<file path="src/rtl/lsu_be_pkg.sv">
// Package: shared opcode values and the decoded-access record for the
// big-endian load/store alignment unit. Assumes a 6-bit primary opcode.
package lsu_be_pkg;

    localparam int unsigned OPC_W = 6;

    localparam logic [OPC_W-1:0] OPC_LDB = 6'd32;
    localparam logic [OPC_W-1:0] OPC_LDW = 6'd35;
    localparam logic [OPC_W-1:0] OPC_STB = 6'd40;
    localparam logic [OPC_W-1:0] OPC_STW = 6'd43;

    typedef enum logic [1:0] {
        ACC_NONE  = 2'd0,
        ACC_LOAD  = 2'd1,
        ACC_STORE = 2'd2
    } acc_kind_e;

    typedef struct packed {
        acc_kind_e kind;
        logic      is_word;
    } acc_dec_t;

endpackage

</file>
<file path="src/rtl/lsu_decode.sv">
// Module: lsu_decode
// Turns a valid opcode into an access kind and size. Assumes opcodes
// other than the four memory ones are not memory accesses.
module lsu_decode
    import lsu_be_pkg::*;
(
    input  logic             op_valid,
    input  logic [OPC_W-1:0] opcode,
    output acc_dec_t         dec
);

    // Purpose: classify the instruction into kind and size.
    always_comb begin
        dec.kind    = ACC_NONE;
        dec.is_word = 1'b0;
        if (op_valid) begin
            unique case (opcode)
                OPC_LDB: begin dec.kind = ACC_LOAD;  dec.is_word = 1'b0; end
                OPC_LDW: begin dec.kind = ACC_LOAD;  dec.is_word = 1'b1; end
                OPC_STB: begin dec.kind = ACC_STORE; dec.is_word = 1'b0; end
                OPC_STW: begin dec.kind = ACC_STORE; dec.is_word = 1'b1; end
                default: begin dec.kind = ACC_NONE;  dec.is_word = 1'b0; end
            endcase
        end
    end

endmodule

</file>
<file path="src/rtl/lsu_agen.sv">
// Module: lsu_agen
// Adds a sign-extended displacement to the base to form the byte address,
// and splits it into word address and byte offset. Wraps modulo 2^ADDR_W.
module lsu_agen #(
    parameter int unsigned ADDR_W = 32,
    parameter int unsigned DISP_W = 16,
    parameter int unsigned OFF_W  = 2
) (
    input  logic [ADDR_W-1:0]       base,
    input  logic [DISP_W-1:0]       disp,
    output logic [ADDR_W-OFF_W-1:0] word_addr,
    output logic [OFF_W-1:0]        byte_off
);

    localparam int unsigned EXT_W = ADDR_W - DISP_W;

    logic [ADDR_W-1:0] disp_ext;
    logic [ADDR_W-1:0] eff_addr;

    // Purpose: sign-extend the displacement and form the effective address.
    always_comb begin
        disp_ext  = {{EXT_W{disp[DISP_W-1]}}, disp};
        eff_addr  = base + disp_ext;
        word_addr = eff_addr[ADDR_W-1:OFF_W];
        byte_off  = eff_addr[OFF_W-1:0];
    end

endmodule

</file>
<file path="src/rtl/lsu_store_lane.sv">
// Module: lsu_store_lane
// Builds the byte-lane write mask and lane-aligned store data. Lane i holds
// bits 8i+7:8i, which is big-endian byte offset LANES-1-i. Assumes 8-bit lanes.
module lsu_store_lane
    import lsu_be_pkg::*;
#(
    parameter int unsigned DATA_W = 32,
    parameter int unsigned LANES  = DATA_W / 8,
    parameter int unsigned OFF_W  = $clog2(LANES)
) (
    input  acc_dec_t          dec,
    input  logic              misalign,
    input  logic [OFF_W-1:0]  byte_off,
    input  logic [DATA_W-1:0] st_data,
    output logic [LANES-1:0]  we,
    output logic [DATA_W-1:0] wdata
);

    logic st_ok;

    // Purpose: a store is issued only when it is not misaligned.
    always_comb st_ok = (dec.kind == ACC_STORE) && !misalign;

    for (genvar i = 0; i < LANES; i++) begin : g_lane
        localparam int unsigned BOFF = LANES - 1 - i;
        localparam logic [OFF_W-1:0] BOFF_V = BOFF[OFF_W-1:0];

        // Purpose: enable this lane for a word store or a byte store aimed at it.
        always_comb we[i] = st_ok && (dec.is_word || (byte_off == BOFF_V));

        // Purpose: word stores keep lanes; byte stores replicate the low byte.
        always_comb wdata[8*i +: 8] = dec.is_word ? st_data[8*i +: 8] : st_data[7:0];
    end

endmodule

</file>
<file path="src/rtl/lsu_load_align.sv">
// Module: lsu_load_align
// Holds offset and size of a load for one cycle, then extracts and
// sign-extends the addressed byte (big-endian) from the returned word.
// Assumes memory returns read data exactly one cycle after the request.
module lsu_load_align #(
    parameter int unsigned DATA_W = 32,
    parameter int unsigned LANES  = DATA_W / 8,
    parameter int unsigned OFF_W  = $clog2(LANES)
) (
    input  logic              clk,
    input  logic              rst_n,
    input  logic              ld_issue,
    input  logic              ld_word,
    input  logic [OFF_W-1:0]  ld_off,
    input  logic [DATA_W-1:0] mem_rdata,
    output logic              ld_valid,
    output logic [DATA_W-1:0] ld_result
);

    logic             pend_q;
    logic             word_q;
    logic [OFF_W-1:0] off_q;
    logic [7:0]       sel_byte;

    // Purpose: record that a load was issued, with its size and offset.
    always_ff @(posedge clk) begin
        if (!rst_n) begin
            pend_q <= 1'b0;
            word_q <= 1'b0;
            off_q  <= '0;
        end else begin
            pend_q <= ld_issue;
            if (ld_issue) begin
                word_q <= ld_word;
                off_q  <= ld_off;
            end
        end
    end

    // Purpose: pick the byte lane named by the stored big-endian offset.
    always_comb begin
        sel_byte = '0;
        for (int i = 0; i < LANES; i++) begin
            if (off_q == OFF_W'(LANES - 1 - i)) sel_byte = mem_rdata[8*i +: 8];
        end
    end

    // Purpose: drive the extended result, zero while no load is returning.
    always_comb begin
        ld_valid = pend_q;
        if (!pend_q)     ld_result = '0;
        else if (word_q) ld_result = mem_rdata;
        else             ld_result = {{(DATA_W-8){sel_byte[7]}}, sel_byte};
    end

endmodule

</file>
<file path="src/rtl/lsu_be_align.sv">
// Module: lsu_be_align (top)
// Big-endian load/store alignment unit: address generation, misalign
// check, store lane placement and load extraction. Assumes a synchronous
// read memory with one cycle of latency and word-granular addressing.
module lsu_be_align
    import lsu_be_pkg::*;
#(
    parameter int unsigned DATA_W = 32,
    parameter int unsigned ADDR_W = 32,
    parameter int unsigned DISP_W = 16
) (
    input  logic                                  clk,
    input  logic                                  rst_n,
    input  logic                                  op_valid,
    input  logic [5:0]                            opcode,
    input  logic [ADDR_W-1:0]                     base,
    input  logic [DISP_W-1:0]                     disp,
    input  logic [DATA_W-1:0]                     st_data,
    input  logic [DATA_W-1:0]                     mem_rdata,
    output logic                                  mem_req,
    output logic [ADDR_W-$clog2(DATA_W/8)-1:0]    mem_addr,
    output logic [DATA_W/8-1:0]                   mem_we,
    output logic [DATA_W-1:0]                     mem_wdata,
    output logic                                  misalign,
    output logic                                  ld_valid,
    output logic [DATA_W-1:0]                     ld_result
);

    localparam int unsigned LANES = DATA_W / 8;
    localparam int unsigned OFF_W = $clog2(LANES);

    acc_dec_t         dec;
    logic [OFF_W-1:0] byte_off;
    logic             is_mem;
    logic             ld_issue;

    lsu_decode u_dec (
        .op_valid (op_valid),
        .opcode   (opcode),
        .dec      (dec)
    );

    lsu_agen #(
        .ADDR_W (ADDR_W),
        .DISP_W (DISP_W),
        .OFF_W  (OFF_W)
    ) u_agen (
        .base      (base),
        .disp      (disp),
        .word_addr (mem_addr),
        .byte_off  (byte_off)
    );

    // Purpose: flag misaligned word accesses and gate the request.
    always_comb begin
        is_mem   = (dec.kind != ACC_NONE);
        misalign = is_mem && dec.is_word && (byte_off != '0);
        mem_req  = is_mem && !misalign;
        ld_issue = mem_req && (dec.kind == ACC_LOAD);
    end

    lsu_store_lane #(
        .DATA_W (DATA_W),
        .LANES  (LANES),
        .OFF_W  (OFF_W)
    ) u_st (
        .dec      (dec),
        .misalign (misalign),
        .byte_off (byte_off),
        .st_data  (st_data),
        .we       (mem_we),
        .wdata    (mem_wdata)
    );

    lsu_load_align #(
        .DATA_W (DATA_W),
        .LANES  (LANES),
        .OFF_W  (OFF_W)
    ) u_ld (
        .clk       (clk),
        .rst_n     (rst_n),
        .ld_issue  (ld_issue),
        .ld_word   (dec.is_word),
        .ld_off    (byte_off),
        .mem_rdata (mem_rdata),
        .ld_valid  (ld_valid),
        .ld_result (ld_result)
    );

endmodule

</file>
<file path="config.mk">
export PLATFORM = sky130hd
export DESIGN_NAME = lsu_be_align
export DESIGN_NICKNAME = d
export VERILOG_FILES = /design/src/rtl/lsu_be_pkg.sv /design/src/rtl/lsu_decode.sv /design/src/rtl/lsu_agen.sv /design/src/rtl/lsu_store_lane.sv /design/src/rtl/lsu_load_align.sv /design/src/rtl/lsu_be_align.sv
export SDC_FILE = /design/constraint.sdc
export NUM_CORES = 1
export LEC_CHECK = 0
export CORE_MARGIN = 4
export CORE_UTILIZATION = 31
export DETAILED_ROUTE_END_ITERATION = 6
export GPL_TIMING_DRIVEN = 1
export PLACE_DENSITY = 0.77
export SYNTH_ARGS = -nofsm -noshare
export SYNTH_HDL_FRONTEND = slang
export SYNTH_SLANG_ARGS = --single-unit
</file>
<file path="constraint.sdc">
create_clock -name clk -period 3 [get_ports clk]
set_input_delay 0.6 -clock clk [delete_from_list [all_inputs] [get_ports clk]]
set_output_delay 0.6 -clock clk [all_outputs]
set_load 0.05 [all_outputs]
</file>
==> Yosys cells after proc, flatten, opt, wreduce, memory -nomap -nowiden <==
Cells that the tools add are included.
{ "totals": {"register_bits": 4, "inputBits": 121, "output_inout_bits": 101, "word_cells": 45} }
{ "op_classes": {"n_addsub": 1, "n_eq_ne": 12, "mux": 11, "reduce_logical": 18} }
{ "op_table": {"columns": ["op", "count"], "rows": [
  ["32-bit two-way mux", 2],
  ["8-bit two-way mux", 7],
  ["32-bit adder", 1],
  ["6-bit equality test (second input constant)", 4],
  ["3-bit one-hot mux with 4 select lines", 1],
  ["2-bit equality test (second input constant)", 5],
  ["1-bit logical AND", 9],
  ["2-bit by 1-bit equality test with 1-bit output (second input constant)", 3],
  ["2-bit logical NOT", 2],
  ["1-bit logical OR", 4],
  ["2-bit nonzero test", 2],
  ["3-bit two-way mux", 1],
  ["1-bit logical NOT", 1]
]} }

==> Longest topological paths before layout <==
{ "logic_depth": {"word_depth": 9, "depth_mapped": 10, "ltp_nobuf": 10} }

==> Cells and area by module <==
Synthesis repeated with hierarchy kept, for this count alone.
{ "hier_totals": {"hier_cells": 450, "hier_area_um2": 3019.1} }
{ "by_module_without_submodules": {"columns": ["mod", "instances", "cells_per_inst", "area_per_inst_um2", "seq_area_each_um2"], "rows": [
  ["lsu_agen", 1, 241, 1744.2, 0.0],
  ["lsu_load_align", 1, 121, 797.0, 80.1],
  ["lsu_store_lane", 1, 77, 377.9, 0.0],
  ["lsu_decode", 1, 6, 66.3, 0.0],
  ["lsu_be_align", 1, 5, 33.8, 0.0]
]} }

==> Worst setup path after synthesis <==
Ideal clock, no wire load.
{ "synth_path": {"path_type": "input-to-output", "from": "input base[0]", "to": "output mem_addr[26]", "arrival_time_ns": 3.205, "required_time_ns": 2.400, "slack_ns": -0.805, "path_stages": 10, "n_path_buf": 0, "cell_sequence": "ha_1 inv_1 fa_1 nor2b_1 o2111ai_1 a21boi_1 a221o_1 a41o_1 a41oi_2 xnor2_1"} }
{ "synth_between": {"elab_chain_cells": 1} }
{ "synth_rtl": {"columns": ["item", "line_no", "source"], "rows": [
  ["from (decl)", "lsu_be_align.sv:16", "input logic [ADDR_W-1:0] base,"],
  ["32-bit adder", "lsu_agen.sv:23", "eff_addr = base + disp_ext;"],
  ["to (decl)", "lsu_be_align.sv:21", "output logic [ADDR_W-$clog2(DATA_W/8)-1:0] mem_addr,"]
]} }
No other way between the ends.

==> Worst setup path in the final report <==
{ "layout_path": {"from": "input disp[0]", "to": "output mem_addr[16]"} }
{ "layout_between": {"elab_chain_cells": 1} }
{ "layout_rtl": {"columns": ["item", "line_no", "source"], "rows": [
  ["from (decl)", "lsu_be_align.sv:17", "input logic [DISP_W-1:0] disp,"],
  ["32-bit adder", "lsu_agen.sv:23", null]
]} }
No other way between the ends.

==> run metrics <==
vias per cell 5.93; post-synthesis mux area share 6.02%; max cap viols 0; Antenna Nets Post-Route 0; main combinational cell family by area after synthesis compound AO/OA/AOI/OAI gates; Sink Count 4; total power 0.00248 W; DR pass1 iterations 7; Pins Over Slew Limit 0; dpl hpwl 13.4 mm; Ys Warns 0; R2R Setup Slk 2.12 ns; H-tree depth 1; # DRC 0; vias in the first global route 5228; post-synthesis cell type count 59; layout overhead on the synthesized area 182%; Core Util, Final 90.1%; initial DRC count 321; synth top area cells ha_1 14%, nand2_1 12%, a21oi_1 9.3%; hold_sp u_ld.word_q; clock tree buffer depth 2; Place WS -1.01 ns; Mapped Cells 424; CP Max Fanout 4; largest net degree at the start of global routing 26; status complete, but fails checks; reg2reg path depth 3; FP Rows 34; DIE AREA 10600 um2; DR WL/cell 25.1 um; simple-gate area share of the yosys netlist 23.7%; compound-gate portion of the synthesized area 33.3%; cell accounting for the most synthesized area ha_1; Final GP Congestion 0.918; Final Hold Viols 0; Pleak 3.53 nW; Die Ht 103 um; worst slew pin tran 0.536 ns; Worst-path clk slew 0.03 ns; Avg Cell Area, Syn 6.57 um2; PortBufs 221; Worst IR Drop VDD 0.310 mV; I/O pin count 222; Max Fclk 0.279 GHz; global-route wire length before repair 28.9 mm; CTS tree built; Total GRT Usage 35.9%; pwr dens 316 nW/um2; slowest CP cell a221o_1; Req. time, crit path 2.40 ns; min Tclk post-route 3.59 ns; ys async rst share 0%; RSZ-0062 raised after global routing yes; Chip Width 103 um; Skew-Pair Late Insertion Delay 0.22 ns; worst setup margin -0.589 ns; core region area 8720 um2; root buffer cell clkbuf_8; ys flop type dfxtp_1; register bit count reported by yosys 4; initial antenna violation count 4; WS Path Type primary input to output port; final std cells w/o fill 879; CP cell instances buf_8 > ha_4 > inv_2 > fa_2 > nor2b_4 > o2111ai_4 > a21boi_2 > a221o_1 > or2_4 > a211oi_4 > xnor2_2 > buf_12; min-delay worst type flip-flop to flip-flop; Post-Synth Adder-Cell Area 14.7%; failing checks negative setup slack; total grt overflow 0; Final setup violation count 25; Critical R2R Launch u_ld.off_q[0]; fin nets 922; Post-Place Cells 849; hold worst-path end u_ld.word_q; layout cells sized above 1 50.5%; Post-Synth XOR/XNOR Area 10.1%; Yosys top cell area share 13.9%; final period utilization 120%; Mapped Nets 577; synthesized area 2780 um2; CP Launch Type primary input; sequential share of the synthesized area 2.88%; routed wire length 22.0 mm; Post-synth EDFFs 0; Crit path largest cell delay 0.42 ns; clk_skew 0 ns; total number of vias 5215; crit path capture type output port; Final TNS setup -10.47 ns; max_slew headroom 64.1%; Arr. time, crit path 2.99 ns; FF-to-FF End u_ld.off_q[0]; Starting Density 31.9%; Hold Crit Depth 3; cts hold-fix bufs 0; CTS Buf Count 3
==> final cells by class <==
class                           count  area [um2]
Fill cell                         344         862
Timing Repair Buffer              368        3930
Sequential cell                     4        80.1
Tap cell                          108         135
Multi-Input combinational cell    359        3540
Antenna cell                        4        10.0
Clock buffer                        3        41.3
Inverter                           33         124
==> cells by family (layout without fill, tap and decap cells) <==
kind of cell | after synthesis | after routing
multiplexers | 8 | 8
AND/OR/NAND/NOR | 151 | 151
buffers and inverters | 61 | 404
other | 0 | 4
flip-flops | 4 | 4
XOR/XNOR | 32 | 32
adder cells (fa/ha/maj) | 32 | 32
AO/OA/AOI/OAI | 136 | 136
==> worst max path at each step <==
stage / start / endpoint / depth (start not counted)
2_1_floorplan: base[0] / mem_addr[26] / 10
3_3_place_gp: base[0] / mem_addr[26] / 12
3_5_place_dp: base[0] / mem_addr[26] / 12
4_1_cts: disp[1] / mem_addr[29] / 11
5_1_grt: disp[0] / mem_addr[16] / 12
6_report: disp[0] / mem_addr[16] / 12
==> where the power goes <==
part	total [W]	switching [W]	internal, W
logic	0.00231	0.00118	0.00113
registers	0.0000554	0.00000120	0.0000542
clock network	0.000115	0.0000290	0.0000856
==> worst max-delay path, delay by kind of cell <==
family | cells | cell delay [ns]
compound gates | 4 | 1.09
fa+ha+maj | 2 | 0.39
simple gates | 2 | 0.37
buf+inv | 3 | 0.33
xor+xnor | 1 | 0.19
==> metal layers <==
metal / GRT usage [%] / wire, um
met2: 66.2 / 10800
met1: 37.1 / 7100
met5: 0 / 0
met3: 7.17 / 1980
met4: 21.9 / 2130
==> state kept, by name, indices dropped and copies added (netlist names) <==
signal and count:
u_ld.word_q 1, u_ld.ld_valid 1, u_ld.off_q 2
==> repair_timing <==
action	in CTS	in global routing
endpoints found under the setup margin	39	51
resized for setup	222	31
setup buffers	20	12
pin swaps	76	27
==> cell usage in the layout, fill, tap and decap left out, types with 5 or more instances in the layout <==
master,n
ha_4,22
inv_1,31
xnor2_1,7
mux4_2,7
o21ai_0,9
a21o_1,11
buf_4,151
a21oi_4,5
ha_1,9
nor2_1,21
xnor2_4,12
nand3_1,6
nand2_1,86
dlygate4sd2_1,11
a21oi_1,38
buf_6,30
a21boi_0,6
a21oi_2,9
buf_12,67
o21a_1,6
clkdlybuf4s50_1,91
xor2_4,7
buf_2,14
==> stage by stage <==
stage / hold WS, ns / cell area (um2)
CTS: 0.728 / 7670
global placement: 0.700 / 7040
floorplan: 0.722 / 3290
detailed placement: 0.714 / 7040
finish: 0.736 / 7860
global route: 0.798 / 7860
==> cells in the mapped netlist (3+ instances only) <==
cell	n
o21bai_1	3
o21a_1	6
ha_1	31
dfxtp_1	4
nand4_1	3
nand3_1	8
a21boi_0	8
nand2_1	88
inv_1	33
buf_4	8
clkbuf_1	19
mux4_2	7
nor2_1	25
nor3_1	7
o211a_1	4
nor2b_1	4
xor2_1	11
o211ai_1	4
xnor2_1	21
o21ai_0	17
and2_1	3
a31oi_1	3
a21oi_1	52
a21o_1	12
Power figures use the tool's default switching activity.
